[config.mk]
export PLATFORM = sky130hd
export DESIGN_NAME = ptpc_top
export DESIGN_NICKNAME = d
export VERILOG_FILES = /design/src/rtl/ptpc_pkg.sv /design/src/rtl/ptpc_cfg.sv /design/src/rtl/ptpc_param_match.sv /design/src/rtl/ptpc_rule_net.sv /design/src/rtl/ptpc_top.sv
export SDC_FILE = /design/constraint.sdc
export NUM_CORES = 1
export LEC_CHECK = 0
export CORE_MARGIN = 10
export CORE_UTILIZATION = 30
export DETAILED_ROUTE_END_ITERATION = 16
export PLACE_DENSITY = 0.65
export SYNTH_ARGS = -nofsm -noshare
export SYNTH_HDL_FRONTEND = slang
export SYNTH_SLANG_ARGS = --single-unit
[constraint.sdc]
create_clock -name clk -period 1.9 [get_ports clk]
set_input_delay 0.38 -clock clk [delete_from_list [all_inputs] [get_ports clk]]
set_output_delay 0.38 -clock clk [all_outputs]
set_load 0.05 [all_outputs]
[src/rtl/ptpc_pkg.sv]
// Shared constants, types and rule table for the event frame classifier.
package ptpc_pkg;

    localparam int N_PARAM = 11;
    localparam int N_RULE  = 14;

    // Parameter indices (the rule table depends on this order)
    localparam int P_V4_A   = 0;
    localparam int P_V4_B   = 1;
    localparam int P_V6_A   = 2;
    localparam int P_V6_B   = 3;
    localparam int P_PORT_A = 4;
    localparam int P_PORT_B = 5;
    localparam int P_ET_A   = 6;
    localparam int P_ET_B   = 7;
    localparam int P_MAC_A  = 8;
    localparam int P_MAC_B  = 9;
    localparam int P_MAC_C  = 10;

    // Configuration register select codes
    typedef enum logic [2:0] {
        CFG_PMASK  = 3'd0,
        CFG_RMASK  = 3'd1,
        CFG_ETYPE  = 3'd2,
        CFG_MAC_LO = 3'd3,
        CFG_MAC_HI = 3'd4,
        CFG_DIR    = 3'd5
    } cfg_sel_e;

    typedef enum logic [1:0] {
        RK_V4 = 2'd0,
        RK_V6 = 2'd1,
        RK_L2 = 2'd2
    } rule_kind_e;

    typedef struct packed {
        logic v2_on;
        logic v1_on;
        logic enable;
    } dir_cfg_t;

    // Address-type parameter used by rule r
    function automatic int rule_left(input int r);
        int k;
        if (r < 4) return P_V4_A + r / 2;
        if (r < 8) return P_V6_A + (r - 4) / 2;
        k = r - 8;
        if (k < 4) return P_MAC_A + k % 2;
        return P_MAC_C;
    endfunction

    // Port or type parameter used by rule r
    function automatic int rule_right(input int r);
        int k;
        if (r < 8) return P_PORT_A + r % 2;
        k = r - 8;
        if (k < 4) return P_ET_A + k / 2;
        return P_ET_A + k % 2;
    endfunction

    function automatic rule_kind_e rule_kind(input int r);
        if (r < 4) return RK_V4;
        if (r < 8) return RK_V6;
        return RK_L2;
    endfunction

endpackage

[src/rtl/ptpc_cfg.sv]
// Configuration register file. It holds the masks, the programmable
// EtherType and MAC, and the direction bits. Writes take effect on the
// next cycle. Assumes MAC_W lies between 33 and 64 bits.
module ptpc_cfg
    import ptpc_pkg::*;
#(
    parameter int CFG_AW  = 3,
    parameter int CFG_DW  = 32,
    parameter int MAC_W   = 48,
    parameter int ETYPE_W = 16
) (
    input  logic                 clk,
    input  logic                 rst_n,
    input  logic                 cfg_we,
    input  logic [CFG_AW-1:0]    cfg_addr,
    input  logic [CFG_DW-1:0]    cfg_wdata,
    output logic [N_PARAM-1:0]   param_mask,
    output logic [N_RULE-1:0]    rule_mask,
    output logic [ETYPE_W-1:0]   cust_etype,
    output logic [MAC_W-1:0]     cust_mac,
    output dir_cfg_t             dir_cfg
);

    localparam int MAC_HI_W = MAC_W - CFG_DW;

    // Register update on a configuration write
    always_ff @(posedge clk) begin
        if (!rst_n) begin
            param_mask <= '1;
            rule_mask  <= '1;
            cust_etype <= '0;
            cust_mac   <= '0;
            dir_cfg    <= '0;
        end else if (cfg_we) begin
            case (cfg_sel_e'(cfg_addr))
                CFG_PMASK:  param_mask <= cfg_wdata[N_PARAM-1:0];
                CFG_RMASK:  rule_mask  <= cfg_wdata[N_RULE-1:0];
                CFG_ETYPE:  cust_etype <= cfg_wdata[ETYPE_W-1:0];
                CFG_MAC_LO: cust_mac[CFG_DW-1:0] <= cfg_wdata;
                CFG_MAC_HI: cust_mac[MAC_W-1:CFG_DW] <= cfg_wdata[MAC_HI_W-1:0];
                CFG_DIR:    dir_cfg <= dir_cfg_t'(cfg_wdata[2:0]);
                default: ;
            endcase
        end
    end

endmodule

[src/rtl/ptpc_param_match.sv]
// First level: compares the header fields against the eleven match
// parameters. A masked parameter reports no match. The IP address
// parameters do not look at the IP version; rules apply that gate.
module ptpc_param_match
    import ptpc_pkg::*;
#(
    parameter int MAC_W   = 48,
    parameter int ETYPE_W = 16,
    parameter int PORT_W  = 16,
    parameter int IP_W    = 128
) (
    input  logic [MAC_W-1:0]   mac_da,
    input  logic [ETYPE_W-1:0] eth_type,
    input  logic [IP_W-1:0]    ip_da,
    input  logic               udp_vld,
    input  logic [PORT_W-1:0]  udp_dport,
    input  logic [ETYPE_W-1:0] cust_etype,
    input  logic [MAC_W-1:0]   cust_mac,
    input  logic [N_PARAM-1:0] param_mask,
    output logic [N_PARAM-1:0] param_hit
);

    localparam logic [31:0]      V4_A      = 32'hE000_0181;
    localparam logic [31:0]      V4_B      = 32'hE000_006B;
    localparam logic [IP_W-1:0]  V6_A_VAL  = 128'hFF00_0000_0000_0000_0000_0000_0000_0181;
    localparam logic [IP_W-1:0]  V6_A_CARE = 128'hFFF0_FFFF_FFFF_FFFF_FFFF_FFFF_FFFF_FFFF;
    localparam logic [IP_W-1:0]  V6_B      = 128'hFF02_0000_0000_0000_0000_0000_0000_006B;
    localparam logic [PORT_W-1:0] PORT_A   = PORT_W'(319);
    localparam logic [PORT_W-1:0] PORT_B   = PORT_W'(320);
    localparam logic [ETYPE_W-1:0] ET_A    = ETYPE_W'(16'h88F7);
    localparam logic [MAC_W-1:0]  MAC_A    = MAC_W'(48'h011B_1900_0000);
    localparam logic [MAC_W-1:0]  MAC_B    = MAC_W'(48'h0180_C200_000E);

    logic [N_PARAM-1:0] raw;

    // Raw field comparisons, one per parameter
    always_comb begin
        raw           = '0;
        raw[P_V4_A]   = (ip_da[31:0] == V4_A);
        raw[P_V4_B]   = (ip_da[31:0] == V4_B);
        raw[P_V6_A]   = ((ip_da & V6_A_CARE) == V6_A_VAL);
        raw[P_V6_B]   = (ip_da == V6_B);
        raw[P_PORT_A] = udp_vld && (udp_dport == PORT_A);
        raw[P_PORT_B] = udp_vld && (udp_dport == PORT_B);
        raw[P_ET_A]   = (eth_type == ET_A);
        raw[P_ET_B]   = (eth_type == cust_etype);
        raw[P_MAC_A]  = (mac_da == MAC_A);
        raw[P_MAC_B]  = (mac_da == MAC_B);
        raw[P_MAC_C]  = (mac_da == cust_mac);
    end

    // Masked parameters are forced to no-match
    always_comb param_hit = raw & ~param_mask;

endmodule

[src/rtl/ptpc_rule_net.sv]
// Second level: builds the fourteen fixed pairwise rules from the
// parameter hits. IP rules are gated on the IP version flag, and the
// rule mask is then applied.
module ptpc_rule_net
    import ptpc_pkg::*;
(
    input  logic [N_PARAM-1:0] param_hit,
    input  logic               is_ipv4,
    input  logic               is_ipv6,
    input  logic [N_RULE-1:0]  rule_mask,
    output logic [N_RULE-1:0]  rule_fire
);

    logic [N_RULE-1:0] pair_hit;

    for (genvar r = 0; r < N_RULE; r++) begin : g_rule
        localparam int         LI   = rule_left(r);
        localparam int         RI   = rule_right(r);
        localparam rule_kind_e KIND = rule_kind(r);
        logic gate;
        if (KIND == RK_V4) begin : g_v4
            assign gate = is_ipv4;
        end else if (KIND == RK_V6) begin : g_v6
            assign gate = is_ipv6;
        end else begin : g_l2
            assign gate = 1'b1;
        end
        assign pair_hit[r] = gate && param_hit[LI] && param_hit[RI];
    end

    // Rule mask removes disabled rules
    always_comb rule_fire = pair_hit & ~rule_mask;

endmodule

[src/rtl/ptpc_top.sv]
// Event frame classifier top. It registers the decision one cycle after
// hdr_valid. It assumes the header fields are stable while hdr_valid is high.
module ptpc_top
    import ptpc_pkg::*;
#(
    parameter int CFG_AW  = 3,
    parameter int CFG_DW  = 32,
    parameter int MAC_W   = 48,
    parameter int ETYPE_W = 16,
    parameter int PORT_W  = 16,
    parameter int IP_W    = 128,
    parameter int VER_W   = 4
) (
    input  logic               clk,
    input  logic               rst_n,
    input  logic               cfg_we,
    input  logic [CFG_AW-1:0]  cfg_addr,
    input  logic [CFG_DW-1:0]  cfg_wdata,
    input  logic               hdr_valid,
    input  logic [MAC_W-1:0]   mac_da,
    input  logic [ETYPE_W-1:0] eth_type,
    input  logic               is_ipv4,
    input  logic               is_ipv6,
    input  logic [IP_W-1:0]    ip_da,
    input  logic               udp_vld,
    input  logic [PORT_W-1:0]  udp_dport,
    input  logic [VER_W-1:0]   ptp_ver,
    output logic               result_vld,
    output logic               ptp_hit,
    output logic [N_RULE-1:0]  rule_hits
);

    logic [N_PARAM-1:0] param_mask_q;
    logic [N_RULE-1:0]  rule_mask_q;
    logic [ETYPE_W-1:0] cust_etype_q;
    logic [MAC_W-1:0]   cust_mac_q;
    dir_cfg_t           dir_en_q;
    logic [N_PARAM-1:0] param_hit;
    logic [N_RULE-1:0]  rule_fire;
    logic               ver_ok;
    logic               hit_comb;

    ptpc_cfg #(
        .CFG_AW(CFG_AW), .CFG_DW(CFG_DW), .MAC_W(MAC_W), .ETYPE_W(ETYPE_W)
    ) u_cfg (
        .clk        (clk),
        .rst_n      (rst_n),
        .cfg_we     (cfg_we),
        .cfg_addr   (cfg_addr),
        .cfg_wdata  (cfg_wdata),
        .param_mask (param_mask_q),
        .rule_mask  (rule_mask_q),
        .cust_etype (cust_etype_q),
        .cust_mac   (cust_mac_q),
        .dir_cfg    (dir_en_q)
    );

    ptpc_param_match #(
        .MAC_W(MAC_W), .ETYPE_W(ETYPE_W), .PORT_W(PORT_W), .IP_W(IP_W)
    ) u_match (
        .mac_da     (mac_da),
        .eth_type   (eth_type),
        .ip_da      (ip_da),
        .udp_vld    (udp_vld),
        .udp_dport  (udp_dport),
        .cust_etype (cust_etype_q),
        .cust_mac   (cust_mac_q),
        .param_mask (param_mask_q),
        .param_hit  (param_hit)
    );

    ptpc_rule_net u_rules (
        .param_hit (param_hit),
        .is_ipv4   (is_ipv4),
        .is_ipv6   (is_ipv6),
        .rule_mask (rule_mask_q),
        .rule_fire (rule_fire)
    );

    // Version qualification from the direction bits
    always_comb begin
        ver_ok   = (dir_en_q.v1_on && ptp_ver == VER_W'(1)) ||
                   (dir_en_q.v2_on && ptp_ver == VER_W'(2));
        hit_comb = dir_en_q.enable && ver_ok && (|rule_fire);
    end

    // Output register: one-cycle decision strobe
    always_ff @(posedge clk) begin
        if (!rst_n) begin
            result_vld <= 1'b0;
            ptp_hit    <= 1'b0;
            rule_hits  <= '0;
        end else begin
            result_vld <= hdr_valid;
            ptp_hit    <= hdr_valid && hit_comb;
            rule_hits  <= hdr_valid ? rule_fire : '0;
        end
    end

endmodule

* Word-level counts from Yosys, hierarchy flattened
Cells that the tools add are included.
** Operators by class
- Equality and inequality tests :: 18
- Bitwise gates (word level) :: 4
- Reduce and logical (&&, ||, !) cells :: 35
** Operators with widths (count)
- $eq A128 B128 Y1 const B :: 1
- $eq A124 B124 Y1 const B :: 1
- $eq A48 B41 Y1 const B :: 2
- $eq A32 B32 Y1 const B :: 2
- $eq A48 B48 Y1 :: 1
- $eq A16 B9 Y1 const B :: 2
- $logic_and A1 B1 Y1 :: 25
- $eq A16 B16 Y1 :: 1
- $eq A16 B16 Y1 const B :: 1
- $and A14 B14 Y14 :: 1
- $not A14 Y14 :: 1
- $reduce_and A2 Y1 :: 7
- $reduce_or A14 Y1 :: 1
- $and A11 B11 Y11 :: 1
- $not A11 Y11 :: 1
- $eq A3 B2 Y1 const B :: 2
- $eq A3 B3 Y1 const B :: 2
- $eq A4 B1 Y1 const B :: 1
- $eq A4 B2 Y1 const B :: 1
- $eq A3 B1 Y1 const B :: 1
- $logic_not A3 Y1 :: 1
- $logic_or A1 B1 Y1 :: 1
** Word-level totals
- Register bits :: 108
- Output and inout port bits :: 16

* Depth between registers and ports, before layout
- Word-level depth :: 9
- Gate-level depth with buffers :: 7
- Gate-level depth less buffers :: 7

* Cells and area by module
From an unflattened synthesis, not the netlist that was laid out.
** Unflattened totals
- Cell total of the unflattened synthesis :: 595
- Area, all modules :: 5562.8 um^2
** Modules (own cells, without submodules)
- ptpc_cfg :: instances 1, cells each 353, area each 3567.2 um^2
- ptpc_param_match :: instances 1, cells each 185, area each 1360.1 um^2
- ptpc_top :: instances 1, cells each 43, area each 503.0 um^2
- ptpc_rule_net :: instances 1, cells each 14, area each 132.6 um^2

* Worst setup path before layout
OpenSTA, ideal clock, no wires.
- Path type :: input to register
- Start point :: input port ip_da[2]
- End point :: register ptp_hit
- Setup time :: 0.070 ns
- Arrival :: 1.743 ns
- Slack :: 0.088 ns
- Stages :: 7
- Buffers on the path :: 0
- Cells stage by stage :: nor4b_4 -> nand4_2 -> or3_4 -> o22ai_2 -> nand2b_1 -> a31o_1 -> a21oi_1
** Between the ends
- Longest elaborated chain between the ends :: 8
** RTL lines
- from (decl) :: RTL line ptpc_top.sv:24 : input logic [IP_W-1:0] ip_da,
- $eq A128 B128 Y1 (tied with other cells) :: RTL line ptpc_param_match.sv:42 : raw[P_V6_B] = (ip_da == V6_B);
- $and A11 B11 Y11 (*) :: RTL line ptpc_param_match.sv:53 : always_comb param_hit = raw & ~param_mask;
- $logic_and A1 B1 Y1 (2 in series) :: RTL line ptpc_rule_net.sv:28 : assign pair_hit[r] = gate && param_hit[LI] && param_hit[RI];
- $and A14 B14 Y14 (*) :: RTL line ptpc_rule_net.sv:32 : always_comb rule_fire = pair_hit & ~rule_mask;
- $reduce_or A14 Y1 (*) :: RTL line ptpc_top.sv:84 : hit_comb = dir_en_q.enable && ver_ok && (|rule_fire);
- $logic_and A1 B1 Y1 (*) :: RTL line ptpc_top.sv:84
- $logic_and A1 B1 Y1 (*) :: RTL line ptpc_top.sv:95 : ptp_hit <= hdr_valid && hit_comb;
- to (signal assigned) :: RTL line ptpc_top.sv:95
- to (decl) :: RTL line ptpc_top.sv:29 : output logic ptp_hit,
Mark *: on every way between the ends. The rest lies on a longest branch, timed or not.
A chain may end at the register's enable or synchronous reset.

* Final worst setup path
- Start point :: register u_cfg.cust_mac[20]
- End point :: register rule_hits[12]
** Between the ends
- Longest elaborated chain between the ends :: 4
** RTL lines
- from (decl) :: RTL line ptpc_cfg.sv:20 : output logic [MAC_W-1:0] cust_mac,
- from (signal, indexed assignment) :: RTL line ptpc_cfg.sv:39 : CFG_MAC_LO: cust_mac[CFG_DW-1:0] <= cfg_wdata;
- from (signal, indexed assignment) :: RTL line ptpc_cfg.sv:40 : CFG_MAC_HI: cust_mac[MAC_W-1:CFG_DW] <= cfg_wdata[MAC_HI_W-1:0];
- $eq A48 B48 Y1 :: RTL line ptpc_param_match.sv:49 : raw[P_MAC_C] = (mac_da == cust_mac);
- $and A11 B11 Y11 :: RTL line ptpc_param_match.sv:53
- $logic_and A1 B1 Y1 :: RTL line ptpc_rule_net.sv:28
- $and A14 B14 Y14 :: RTL line ptpc_rule_net.sv:32
- to (signal assigned) :: RTL line ptpc_top.sv:96 : rule_hits <= hdr_valid ? rule_fire : '0;
- to (decl) :: RTL line ptpc_top.sv:30 : output logic [N_RULE-1:0] rule_hits
No other way between the ends.

==> results.md <==
- Final wirelength: 24700 um
- TritonRoute pass-1 iters: 5
- # Max-Cap Violations: 0
- Headroom to the max-slew limit: 65.6%
- CP startpoint kind: flop
- Critical path, cell by cell: xor2_1 -> nor4_1 -> nand4_1 -> or4_4 -> nor4_4 -> buf_4 -> nand2_2 -> nor3b_2
- P per Cell Area: 544 nW/um2
- DRC viols: 0
- Post-Place Cells: 1203
- Clk Latency, worst-skew pair: 350 ps
- Root buffer cell: clkbuf_16
- Final antenna-violating net count: 0
- FF+latch count, synth: 108
- First-pass GRT wire length: 36400 um
- Fmax: 485 MHz
- Predominant post-synthesis flop cell: dfxtp_1
- Clock-pin slew on the worst setup and hold paths: 70 ps
- CP max stage cell: or4_4
- Final Hold Viols: 0
- Worst Path Required: 2180 ps
- Library cells used by synthesis: 48
- Most common cell after layout, fill and taps aside: clkdlybuf4s50_1
- Hold-fix buffers, CTS: 0
- Commonest non-fill, non-tap cells in the layout: clkdlybuf4s50_1, nand2_1, dfxtp_1, buf_4, a21boi_1
- Number of global-route vias before repair: 6200
- Port-buffer cells: 269
- CP Data Arrival Time: 2340 ps
- Core Region: 17400 um2
- CTS HTree Levels: 3
- DRT iter0 DRCs: 422
- Die Span Y: 154 um
- EDFF count, synth: 0
- Finished Layout Cells: 1222
- Post-layout util: 54.3%
- Max Slew Vio Count: 0
- Yosys warns: 0
- Diode count: 0
- Syn nets: 925
- Seq/Total Area, Yosys: 40.4%
- HP Class: reg2reg
- Drt via density: 4.89
- Worst reg2reg setup slack: -160 ps
- Largest net degree at the start of global routing: 93
- Io pins: 270
- Initial antenna violation count: 0
- Synth async-reset ratio: 0%
- Final period utilization: 108%
- CTS buffer count: 9
- Max incr delay on CP: 450 ps
- Total GRT Usage: 19.7%
- Failing checks: setup timing
- Status: finished with violations
- CTS Sinks: 108
- Cell area after synthesis: 5350 um2
- DR vias: 5972
- Hold path depth: 1
- Post-DP HPWL: 20000 um
- Layout cells sized above 1: 15.3%
- Die ar.: 23600 um2
- VDD IR max: 0.465 mV
- CP Capture Type: flop
- CTS tree: yes
- Critical path type: reg2reg
- Crit path max fanout: 2
- Tmin final: 2060 ps
- Grt ovf: 0
- Final RePlAce weighted congestion: 0.883
- RSZ-0062 raised after global routing: true
- Pleak: 3.83 nW
- Syn-to-layout area delta: 76.7%
- Setup violations, final: 4
- Bufs on Longest Clock Path: 2
- # nets final: 1247
- Syn Inst Count: 671
- Worst R2R Path Depth: 8
- Site Rows: 48
- Initial core utilization: 30.7%
- Measured slew at the worst slew-check pin: 515 ps
- Average wire per standard cell: 20.2 um
- Post-synthesis average cell area: 7.98 um2
- Worst Skew: 8.10 ps
- Die width: 154 um
- PnR worst setup slack: -160 ps
[cell type report]
type / count / area [um2]
Tap cell: 225 / 282
Inverter: 17 / 63.8
Fill cell: 1676 / 7960
Timing Repair Buffer: 336 / 3280
Clock inverter: 6 / 47.5
Multi-Input combinational cell: 521 / 3400
Clock buffer: 9 / 225
Sequential cell: 108 / 2160
[registers in the layout (all words and copies together) (netlist names)]
signal	flops
result_vld	1
rule_hits	14
ptp_hit	1
u_cfg.cust_etype	16
u_cfg.param_mask	11
u_cfg.dir_cfg	3
u_cfg.rule_mask	14
u_cfg.cust_mac	48
[synth_stat cells (7+ instances only)]
cell | instances | area (um2)
inv_1 | 16 | 60.1
nor2_1 | 14 | 52.6
nor4_1 | 47 | 294
nand4_1 | 20 | 125
nor3_1 | 25 | 125
clkbuf_1 | 25 | 93.8
dfxtp_1 | 108 | 2160
a21boi_0 | 14 | 105
nor4b_1 | 7 | 61.3
nand2_1 | 198 | 743
xor2_1 | 42 | 368
nand3_1 | 30 | 150
a21boi_1 | 50 | 375
xnor2_1 | 10 | 87.6
[repair_timing]
| item | in CTS | in global routing |
|---|---|---|
| buffers inserted | 2 | 2 |
| pin swaps | 19 | 29 |
| setup endpoints to repair | 12 | 15 |
| resized for setup | 47 | 64 |
[stage by stage]
step           setup WS [ps]  power, W  setup TNS [ps]  cell area (um2)  hold slack, ps
6_report                -160   0.00514            -461             9460             436
5_1_grt                 -256   0.00534            -978             9460             463
4_1_cts                 -131   0.00516            -373             9170             441
3_5_place_dp            -744   0.00338           -7710             8720             420
3_3_place_gp            -693   0.00338           -7110             8720             413
2_1_floorplan           87.6   0.00263               0             5350             397
[cells by family (layout without fill, tap and decap cells)]
group,count (synthesis),after routing,share of synthesized area [%]
and+or+nand+nor,375,375,34.8
DFF,108,108,40.4
AOI/OAI and AO/OA,91,91,12.9
xor gates and xnor gates,52,52,8.51
buffers and inverters,42,368,2.94
muxes,3,3,0.561
[metal layers]
metal	track usage [%]	vias to the layer above	share of wire, %	wire length [um]
li1	-	2995	-	-
met1	25.4	2799	44	10900
met2	33.9	157	50	12400
met3	2.93	21	4.2	1040
met4	4.36	0	1.6	384
met5	0	-	0	0
[power by group]
part	internal [W]	leakage (nW)	total, W	switching [W]
Sequential	0.00231	0.876	0.00235	0.0000397
Clock	0.000895	0.132	0.00178	0.000882
Combinational	0.000630	2.82	0.00101	0.000385
Total	0.00384	3.83	0.00514	0.00131
[final timing paths]
kind,start,end
worst max-delay path,u_cfg.cust_mac[20]$_SDFFE_PN0P_,rule_hits[12]$_SDFF_PN0_
worst min-delay path,u_cfg.rule_mask[12]$_SDFFE_PN1P_,rule_hits[12]$_SDFF_PN0_
worst max register to register,u_cfg.cust_mac[20]$_SDFFE_PN0P_,rule_hits[12]$_SDFF_PN0_
worst min register to register,u_cfg.rule_mask[12]$_SDFFE_PN1P_,rule_hits[12]$_SDFF_PN0_
[worst max-delay path: cells and delay by family (launching register included)]
family / cells / cell delay, ps
AND/OR/NAND/NOR: 6 / 1330
buffers and inverters: 1 / 170
flip-flops: 1 / 330
XOR/XNOR: 1 / 150
Power figures use the tool's default switching activity.
